<file path="src/rtl/fetch_ctrl.sv">
module fetch_ctrl #(
  parameter int AW = 32,
  parameter int IW = 32,
  parameter int BLK = 64,
  parameter int W = 4,
  parameter int SW = 16,
  parameter int unsigned RESET_PC = 'h100,
  localparam int ISZ = IW / 8,
  localparam int ISB = $clog2(ISZ),
  localparam int OFFB = $clog2(BLK),
  localparam int WPL = BLK / ISZ,
  localparam int CW = $clog2(W + 1),
  localparam int LBITS = BLK * 8
) (
  input  logic             clk,
  input  logic             rst_n,
  input  logic             c_squash,
  input  logic [AW-1:0]    c_redirect,
  input  logic             c_mispred,
  input  logic [AW-1:0]    c_bpc,
  input  logic             c_btaken,
  input  logic             rob_busy,
  input  logic             d_squash,
  input  logic [AW-1:0]    d_redirect,
  input  logic             d_mispred,
  input  logic [AW-1:0]    d_bpc,
  input  logic             d_btaken,
  input  logic             stall_dec,
  input  logic             stall_ren,
  input  logic             stall_exe,
  input  logic             stall_cmt,
  output logic             mem_req,
  output logic [AW-1:0]    mem_addr,
  output logic             mem_cancel,
  input  logic             resp_valid,
  input  logic             resp_fault,
  input  logic [LBITS-1:0] resp_line,
  output logic [W*AW-1:0]  pred_pc,
  input  logic [W-1:0]     pred_taken,
  input  logic [W*AW-1:0]  pred_target,
  output logic             train_valid,
  output logic [AW-1:0]    train_pc,
  output logic             train_taken,
  output logic [AW-1:0]    train_target,
  output logic             out_valid,
  output logic [CW-1:0]    out_count,
  output logic [W*AW-1:0]  out_pc,
  output logic [W*AW-1:0]  out_npc,
  output logic [W*IW-1:0]  out_inst,
  output logic [W*SW-1:0]  out_seq,
  output logic             out_fault,
  output logic [AW-1:0]    out_fault_pc,
  output logic [2:0]       stage_state
);

  typedef enum logic [2:0] {RUN = 3'd0, BLOCK = 3'd1, SQ = 3'd2, MISS = 3'd3, MDONE = 3'd4} st_t;

  st_t                st;
  logic [AW-1:0]      fpc, miss_pc;
  logic [SW-1:0]      seq;
  logic [LBITS-1:0]   line_q;
  logic [AW-OFFB-1:0] line_tag;
  logic               line_ok, pend;

  logic [AW-1:0] s_pc [W];
  logic [AW-1:0] s_npc [W];
  logic [IW-1:0] s_ins [W];
  logic [W-1:0]  s_ok;
  logic [CW-1:0] cnt;
  logic [AW-1:0] nxt;

  wire any_stall = stall_dec | stall_ren | stall_exe | stall_cmt;
  wire dec_seen  = d_squash & ~c_squash & ~rob_busy;
  wire dec_redir = dec_seen & (st != SQ);
  wire redirect  = c_squash | dec_redir;
  wire got_resp  = pend & resp_valid & ~redirect;
  wire hit       = line_ok & (line_tag == fpc[AW-1:OFFB]);

  assign train_valid  = (c_squash & c_mispred) | (dec_seen & d_mispred);
  assign train_pc     = c_squash ? c_bpc : d_bpc;
  assign train_taken  = c_squash ? c_btaken : d_btaken;
  assign train_target = c_squash ? c_redirect : d_redirect;
  assign stage_state  = st;

  always_comb begin
    logic run;
    run = hit;
    cnt = '0;
    nxt = fpc;
    for (int i = 0; i < W; i++) begin
      s_pc[i]  = fpc + AW'(i * ISZ);
      s_ok[i]  = run && (int'(fpc[OFFB-1:ISB]) + i < WPL);
      run      = s_ok[i] && !pred_taken[i];
      s_npc[i] = pred_taken[i] ? pred_target[i*AW +: AW] : s_pc[i] + AW'(ISZ);
      s_ins[i] = line_q[int'(s_pc[i][OFFB-1:ISB])*IW +: IW];
      if (s_ok[i]) begin
        cnt = cnt + CW'(1);
        nxt = s_npc[i];
      end
    end
  end

  for (genvar g = 0; g < W; g++) begin : g_pred
    assign pred_pc[g*AW +: AW] = s_pc[g];
  end

  always_ff @(posedge clk or negedge rst_n) begin
    if (!rst_n) begin
      st <= RUN;
      fpc <= AW'(RESET_PC);
      miss_pc <= '0;
      seq <= '0;
      line_q <= '0;
      line_tag <= '0;
      line_ok <= 1'b0;
      pend <= 1'b0;
      mem_req <= 1'b0;
      mem_addr <= '0;
      mem_cancel <= 1'b0;
      out_valid <= 1'b0;
      out_count <= '0;
      out_pc <= '0;
      out_npc <= '0;
      out_inst <= '0;
      out_seq <= '0;
      out_fault <= 1'b0;
      out_fault_pc <= '0;
    end else begin
      mem_req <= 1'b0;
      mem_cancel <= 1'b0;
      out_valid <= 1'b0;
      out_fault <= 1'b0;
      if (got_resp) begin
        pend <= 1'b0;
        if (resp_fault) begin
          line_ok <= 1'b0;
          out_fault <= 1'b1;
          out_fault_pc <= miss_pc;
        end else begin
          line_ok <= 1'b1;
          line_q <= resp_line;
          line_tag <= miss_pc[AW-1:OFFB];
        end
      end
      if (redirect) begin
        st <= SQ;
        fpc <= c_squash ? c_redirect : d_redirect;
        pend <= 1'b0;
        mem_cancel <= pend;
      end else if (rob_busy) begin
        st <= SQ;
      end else if (any_stall) begin
        st <= BLOCK;
      end else if (st == BLOCK || st == SQ) begin
        st <= RUN;
      end else if (st == MISS || !hit) begin
        if (got_resp) begin
          st <= resp_fault ? BLOCK : MDONE;
        end else begin
          st <= MISS;
          if (!pend) begin
            pend <= 1'b1;
            mem_req <= 1'b1;
            mem_addr <= {fpc[AW-1:OFFB], OFFB'(0)};
            miss_pc <= fpc;
          end
        end
      end else begin
        st <= RUN;
        out_valid <= 1'b1;
        out_count <= cnt;
        fpc <= nxt;
        seq <= seq + SW'(cnt);
        for (int i = 0; i < W; i++) begin
          out_pc[i*AW +: AW] <= s_pc[i];
          out_npc[i*AW +: AW] <= s_npc[i];
          out_inst[i*IW +: IW] <= s_ins[i];
          out_seq[i*SW +: SW] <= seq + SW'(i);
        end
      end
    end
  end


  commit_redirect_chk: assert property (@(posedge clk) disable iff (!rst_n)
    c_squash |=> (st == SQ) && (fpc == $past(c_redirect)) && !out_valid);


  rob_busy_hold_chk: assert property (@(posedge clk) disable iff (!rst_n)
    (rob_busy && !c_squash) |=> (st == SQ) && !out_valid);


  stall_block_chk: assert property (@(posedge clk) disable iff (!rst_n)
    (any_stall && !c_squash && !rob_busy && !(d_squash && st != SQ)) |=> (st == BLOCK) && !out_valid);


  unblock_idle_chk: assert property (@(posedge clk) disable iff (!rst_n)
    ((st == BLOCK || st == SQ) && !any_stall && !c_squash && !rob_busy && !d_squash)
      |=> (st == RUN) && !out_valid);


  req_state_chk: assert property (@(posedge clk) disable iff (!rst_n)
    mem_req |-> (st == MISS) && (mem_addr[OFFB-1:0] == '0));


  cancel_state_chk: assert property (@(posedge clk) disable iff (!rst_n)
    mem_cancel |-> (st == SQ) && !mem_req);


  group_size_chk: assert property (@(posedge clk) disable iff (!rst_n)
    out_valid |-> (out_count >= CW'(1)) && (out_count <= CW'(W)));


  fault_no_group_chk: assert property (@(posedge clk) disable iff (!rst_n)
    out_fault |-> !out_valid);

endmodule

</file>
<file path="config.mk">
export PLATFORM = sky130hd
export DESIGN_NAME = fetch_ctrl
export DESIGN_NICKNAME = d
export VERILOG_FILES = /design/src/rtl/fetch_ctrl.sv
export SDC_FILE = /design/constraint.sdc
export NUM_CORES = 2
export LEC_CHECK = 0
export ABC_AREA = 1
export BUFFER_PORTS_ARGS = -buffer_cell sky130_fd_sc_hd__buf_4
export CORE_AREA = 2 2 578 580
export DETAILED_ROUTE_END_ITERATION = 8
export DIE_AREA = 0 0 580 582
export HOLD_SLACK_MARGIN = 0.02
export PLACE_DENSITY_LB_ADDON = 0.08
export SYNTH_ARGS = -nofsm -noshare
export SYNTH_HDL_FRONTEND = slang
export SYNTH_SLANG_ARGS = --single-unit
</file>
<file path="constraint.sdc">
create_clock -name clk -period 5.6 [get_ports clk]
set_input_delay 0.28 -clock clk [delete_from_list [all_inputs] [get_ports clk]]
set_output_delay 0.28 -clock clk [all_outputs]
set_load 0.05 [all_outputs]
</file>
* Word-level counts from Yosys, hierarchy flattened *
Index checks and enable logic that the tools add are counted.

storage, ports and cells
  logic and storage cells = 144
  bits in registers = 1,136
  output and inout port bits = 716
  input port bits = 787

operators by class
  bitwise logic cells = 22
  muxes and demuxes = 51
  $add $sub $neg = 16
  magnitude comparators = 4
  equality and inequality tests = 9
  reductions and logical operators = 19
  shift-type cells = 4

operators by type and width
  kind                   count
  $shiftx 512x10->32     4
  $mux 32                15
  $add 32x3->32 const B  4
  $add 32x4->32 const B  2
  $add 16x2->16 const B  2
  $mux 3                 10
  $eq 26x26->1           1
  $mux 1                 26
  $add 16x1->16 const B  1
  $add 16x3->16          1
  $lt 5x5->1 const B     3
  $add 4x2->5 const B    2
  $reduce_and 5->1       2
  $add 3x1->3 const B    3
  $not 1->1              9
  $and 1x1->1            8
  $logic_and 1x1->1      7
  $reduce_and 7->1       1
  $eq 3x2->1 const B     2
  $add 4x1->5 const B    1
  $lt 4x5->1 const B     1
  $or 1x1->1             5
  $reduce_bool 5->1      1
  $logic_not 1->1        4
  6 further kinds        10

* Longest topological paths before layout *
  depth in word-level cells = 15
  gate-level depth with buffers = 26
  mapped depth without buffers = 24

* Worst setup path before layout *
OpenSTA, ideal clock, no wires.

  path kind = reg-to-reg
  from = register fpc[3]
  to = register out_inst[126]
  clock period less this slack = 4,950 ps
  arrival time = 4,820 ps
  data required time = 5,470 ps
  library setup time = 130 ps
  path buffers = 8
  path slack = 650 ps
  cell stages (with the launch flop) = 15
  cells stage by stage = dfrtp_1 -> inv_1 -> clkbuf_1 -> clkbuf_1 -> clkbuf_1 -> ha_1 -> buf_2 -> clkinv_1 -> clkbuf_1 -> clkbuf_1 -> clkbuf_1 -> clkbuf_1 -> a21oi_1 -> o31ai_1 -> o21ai_0

on the way
  word-level cells in the longest chain between the ends = 2

RTL lines
  what                           line  text
  start, declared                59    logic [AW-1:0] fpc, miss_pc;
  start signal, assigned         110   fpc <= AW'(RESET_PC);
  start signal, assigned         147   fpc <= c_squash ? c_redirect : d_redirect;
  start signal, assigned         172   fpc <= nxt;
  $add 32x4->32                  91    s_pc[i] = fpc + AW'(i * ISZ);
  net pred_pc[99]                38    output logic [W*AW-1:0] pred_pc,
  $shiftx 512x10->32             95    s_ins[i] = line_q[int'(s_pc[i][OFFB-1:ISB])*IW +: IW];
  end signal, assigned by index  177   out_inst[i*IW +: IW] <= s_ins[i];
  end, declared                  49    output logic [W*IW-1:0] out_inst,

The timed path passes the listed nets, and every way through them passes these cells.
A chain may end at the register's enable or synchronous reset.

* Worst setup path after layout *
  from = register fpc[10]
  to = register seq[15]

on the way
  word-level cells in the longest chain between the ends = 11
  elaborated cells on any way between the ends = 21
  those cells by class = 4 x add/sub; 1 x eq/ne; 4 x mux; 2 x bitwise; 10 x reduce/logical

RTL lines
  what                                              line    text
  $eq 26x26->1 (*)                                  77      wire hit = line_ok & (line_tag == fpc[AW-1:OFFB]);
  $and 1x1->1 (*)                                   77
  $logic_and 1x1->1 (*)                             92      s_ok[i] = run && (int'(fpc[OFFB-1:ISB]) + i < WPL);
  $mux 1 or $logic_and 1x1->1 (tied branches)       96, 93
  $add 3x1->3 or $logic_and 1x1->1 (tied branches)  97, 92
  $mux 3 or $logic_and 1x1->1 (tied branches)       96, 93
  $add 3x1->3 or $logic_and 1x1->1 (tied branches)  97, 92
  $mux 3 or $logic_and 1x1->1 (tied branches)       96, 93
  $add 3x1->3 or $logic_and 1x1->1 (tied branches)  97, 92
  $mux 3 (*)                                        96      if (s_ok[i]) begin
  net cnt[1]                                        69      logic [CW-1:0] cnt;
  $add 16x3->16 (*)                                 173     seq <= seq + SW'(cnt);
  end signal, assigned                              173
  end, declared                                     60      logic [SW-1:0] seq;

Mark *: on every way through the listed nets, which the timed path passes. The rest lies on a longest branch.

==> results by group <==
Timing
  – Maximum clock frequency: 194.0 MHz
  – Hold slack final: 0.05554 ns
  – Setup-failing EPs final: 0
  – RSZ-0062 raised after global routing: no
  – Worst-margin pin slew: 1.259 ns
  – Max_slew headroom: 15.21%
  – Final Hold Fails: 0
  – Final Cycle Share: 92.05%
  – Sum Neg Setup Slack: 0 ns
  – Tmin final: 5.155 ns
  – Final Max Slew Viols: 0
  – Clock Skew: 0.04416 ns

Critical path
  – Required @ worst endpoint: 6.32 ns
  – Crit. End Element: register
  – CP Class: reg2reg
  – Most common cell on crit path: nand2_1
  – Arrival @ worst endpoint: 5.87 ns
  – Critical path's slowest cell: dfrtp_1
  – CP cell instances: inv_2 -> nand2_1 -> nand4_1 -> nor4_1 -> nand2_1 -> nor2_2 -> nand2_2 -> inv_1 -> ha_1 -> or2_2 -> nand2_1 -> inv_1 -> ha_1 -> or2_2 -> nand2_1 -> inv_1 -> ha_1 -> nand3_1 -> a21oi_1 -> nand2_1 -> nor2_1 -> nand2_1 -> xor2_1
  – Critical path peak fanout: 6
  – Slowest stage delay, CP: 0.66 ns
  – CP startpoint kind: register

Cells and area
  – Area growth from synthesis to layout: 44.50%
  – NumNets Final: 11,590
  – Fillers: 36,760
  – Share of cells above drive strength 1: 19.68%
  – Post-Route Utilization: 27.81%
  – Register Area: 27,540 µm²
  – Area of the multi-input gates: 32,340 µm²

Placed design
  – Number of buffers added on ports: 1,496
  – HPWL Detailed: 434.6 mm
  – Routability cong.: 0.9795

Clock tree
  – Root buffer cell: clkbuf_16
  – Resize count post-CTS: 0
  – CTS tree: built
  – Postcts setup bufs: 0
  – Num CTS Buffers: 159
  – Clock Path Buffers: 4
  – Clock Latency Late Sink: 0.87 ns
  – Clk sinks: 1,100
  – H-Tree Depth: 4
  – Clock slew seen by the registers of the worst setup and hold paths: 0.06 ns

Drt
  – Vias: 72,620
  – Final WL: 533.9 mm
  – DRC Markers: 0
  – DRT antenna net count: 0
  – WL per Instance: 34.71 µm
  – Iter 0 DRT Violations: 6,811
  – Vias per std cell: 4.720
  – DRT Pass-1 Iters: 6

Power
  – Internal power: 17.22 mW
  – Power density over the cells: 325.5 nW/µm²
  – Sw Share: 42.66%
  – Leakage: 46.45 nW
  – Logic gate share of total power: 35.9%
  – Switch Pwr: 12.81 mW
  – Worst vdd ir: 0.0001977 V
  – Part of the power in registers: 28.4%
  – Clock network fraction of design power: 35.7%

Synthesis
  – Synthesized cell area: 63,850 µm²
  – Seq/Total Area, Yosys: 43.11%
  – Area leader, netlist: dfrtp_1
  – Async SR Flop Fraction: 100.0%
  – Dominant synthesized flop cell: dfrtp_1
  – Most frequent cell after synthesis: nand2_1
  – Post-synth top cells: 3,591 x nand2_1, 1,099 x dfrtp_1, 993 x o21ai_0
  – Syn Area/Cell: 7.185 µm²
  – Synth Register Bits: 1,100
  – Number of flops mapped to enable cells by yosys: 0
  – Synth area leaders: dfrtp_1 43%, nand2_1 21%, o21ai_0 7.8%
  – Synthesized netlist cell count: 8,887
  – Ys Warns: 0
  – Synth unique cells: 56
  – Yosys top cell area share: 43.07%

GRT
  – Met3 Usage GRT: 3.647%
  – Grt peak-use layer: met2
  – GR Util met1: 36.47%
  – Gr usage total: 30.54%
  – Vias in the first global route: 70,170
  – Antenna violations before repair: 84
  – First-pass GRT wire length: 691.7 mm
  – Gr ovfl total: 0
  – M2 GR Usage: 51.92%
  – Largest net degree at the start of global routing: 169

Status
  – Outcome: completed

Floorplanning
  – # IOs: 1,503
  – Die Area: 337,600 µm²
  – Rows: 212
  – Die width: 580 µm
  – Die H: 582 µm
  – Core ar.: 331,800 µm²
  – Starting Density: 19.24%

Job
  – Max-cap viol count: 0

Worst hold path
  – Hold Path Class: in2reg
[power by group through the flow]
| stage | combinational (mW) | clock (mW) | sequential (mW) |
|---|---|---|---|
| after floorplan | 4.33 | 0 | 8.66 |
| after global placement | 10.3 | 0 | 8.65 |
| after detailed placement | 10.3 | 0 | 8.66 |
| after CTS | 10.7 | 11.0 | 8.52 |
| after global routing | 11.0 | 11.3 | 8.54 |
| final | 10.8 | 10.7 | 8.52 |
[layout by cell type, fill, tap and decap left out, drive strengths merged, types with 226 or more instances in the layout]
cell         count
dfrtp         1099
nand2         3613
clkbuf         226
nand3          408
a21oi          240
o21ai         1033
buf           1743
inv            398
nor2           495
dlygate4sd3    636
mux2i          343
[path summary, 6_finish.rpt]
kind                            startpoint           to  slack, ns  cells past startpoint
min reg2reg                    out_npc[78]  out_npc[78]       0.48                      2
max in group asynchronous            rst_n  line_q[140]       3.94                      3
max reg2reg                        fpc[10]      seq[15]       0.45                     23
max                                fpc[10]      seq[15]       0.45                     23
min                        pred_target[59]  out_npc[59]       0.06                      4
min in group asynchronous            rst_n  line_q[337]       0.07                      2
[critical path, delay by kind of cell (launching register included)]
| family | cells | cell delay (ns) |
|---|---|---|
| fa+ha+maj | 3 | 0.80 |
| xor+xnor | 1 | 0.16 |
| buf+inv | 4 | 0.34 |
| flops | 1 | 0.66 |
| compound gates | 1 | 0.37 |
| simple gates | 14 | 2.67 |
[cell type report]
class / instances / share of cell area (%)
inverter: 396 / 1.643
clock inverter: 55 / 0.7377
tap: 4387 / 5.949
antenna: 94 / 0.2549
timing repair buffer: 2379 / 21.49
clock buffer: 226 / 5.033
sequential: 1100 / 29.85
multi-input combinational: 6748 / 35.05
[sequential cells by signal, summed over array words and instances, names as in the netlist, 32 cells and up]
name and cells:
out_pc 120, out_seq 62, line_q 512, fpc 32
out_npc 128, miss_pc 32, out_fault_pc 32, out_inst 128
[per-layer routing]
layer,vias up,routed length (µm)
li1,32840,-
met1,36170,212900
met2,2945,257100
met3,662,24520
met4,2,39470
met5,-,4
[through the flow]
step / area [µm²] / total power, mW / setup WS, ns / std cells
floorplan: 63870 / 12.99 / 0.6499 / 8892
global placement: 80350 / 18.95 / 0.2534 / 14370
detailed placement: 80350 / 18.96 / 0.4964 / 14370
CTS: 92040 / 30.25 / 0.4760 / 15290
global route: 92230 / 30.88 / 0.2284 / 15370
finish: 92270 / 30.04 / 0.4451 / 15390
[timing repair]
action                                  CTS  global route
hold buffers                            636             0
endpoints found under the hold margin   715             0
endpoints found under the setup margin    0             0
[cells by family after synthesis]
family                   count (synthesis)  synth area share (%)
AND/OR/NAND/NOR                       4692                 29.34
AO/OA/AOI/OAI                         1589                 13.79
flip-flops                            1100                 43.11
buffers and inverters                 1044                 6.545
multiplexers                           343                 5.377
XOR/XNOR                               101                 1.491
adder cells (fa/ha/maj)                 17                0.3449
other                                    1              0.005873
Power figures use the tool's default switching activity.
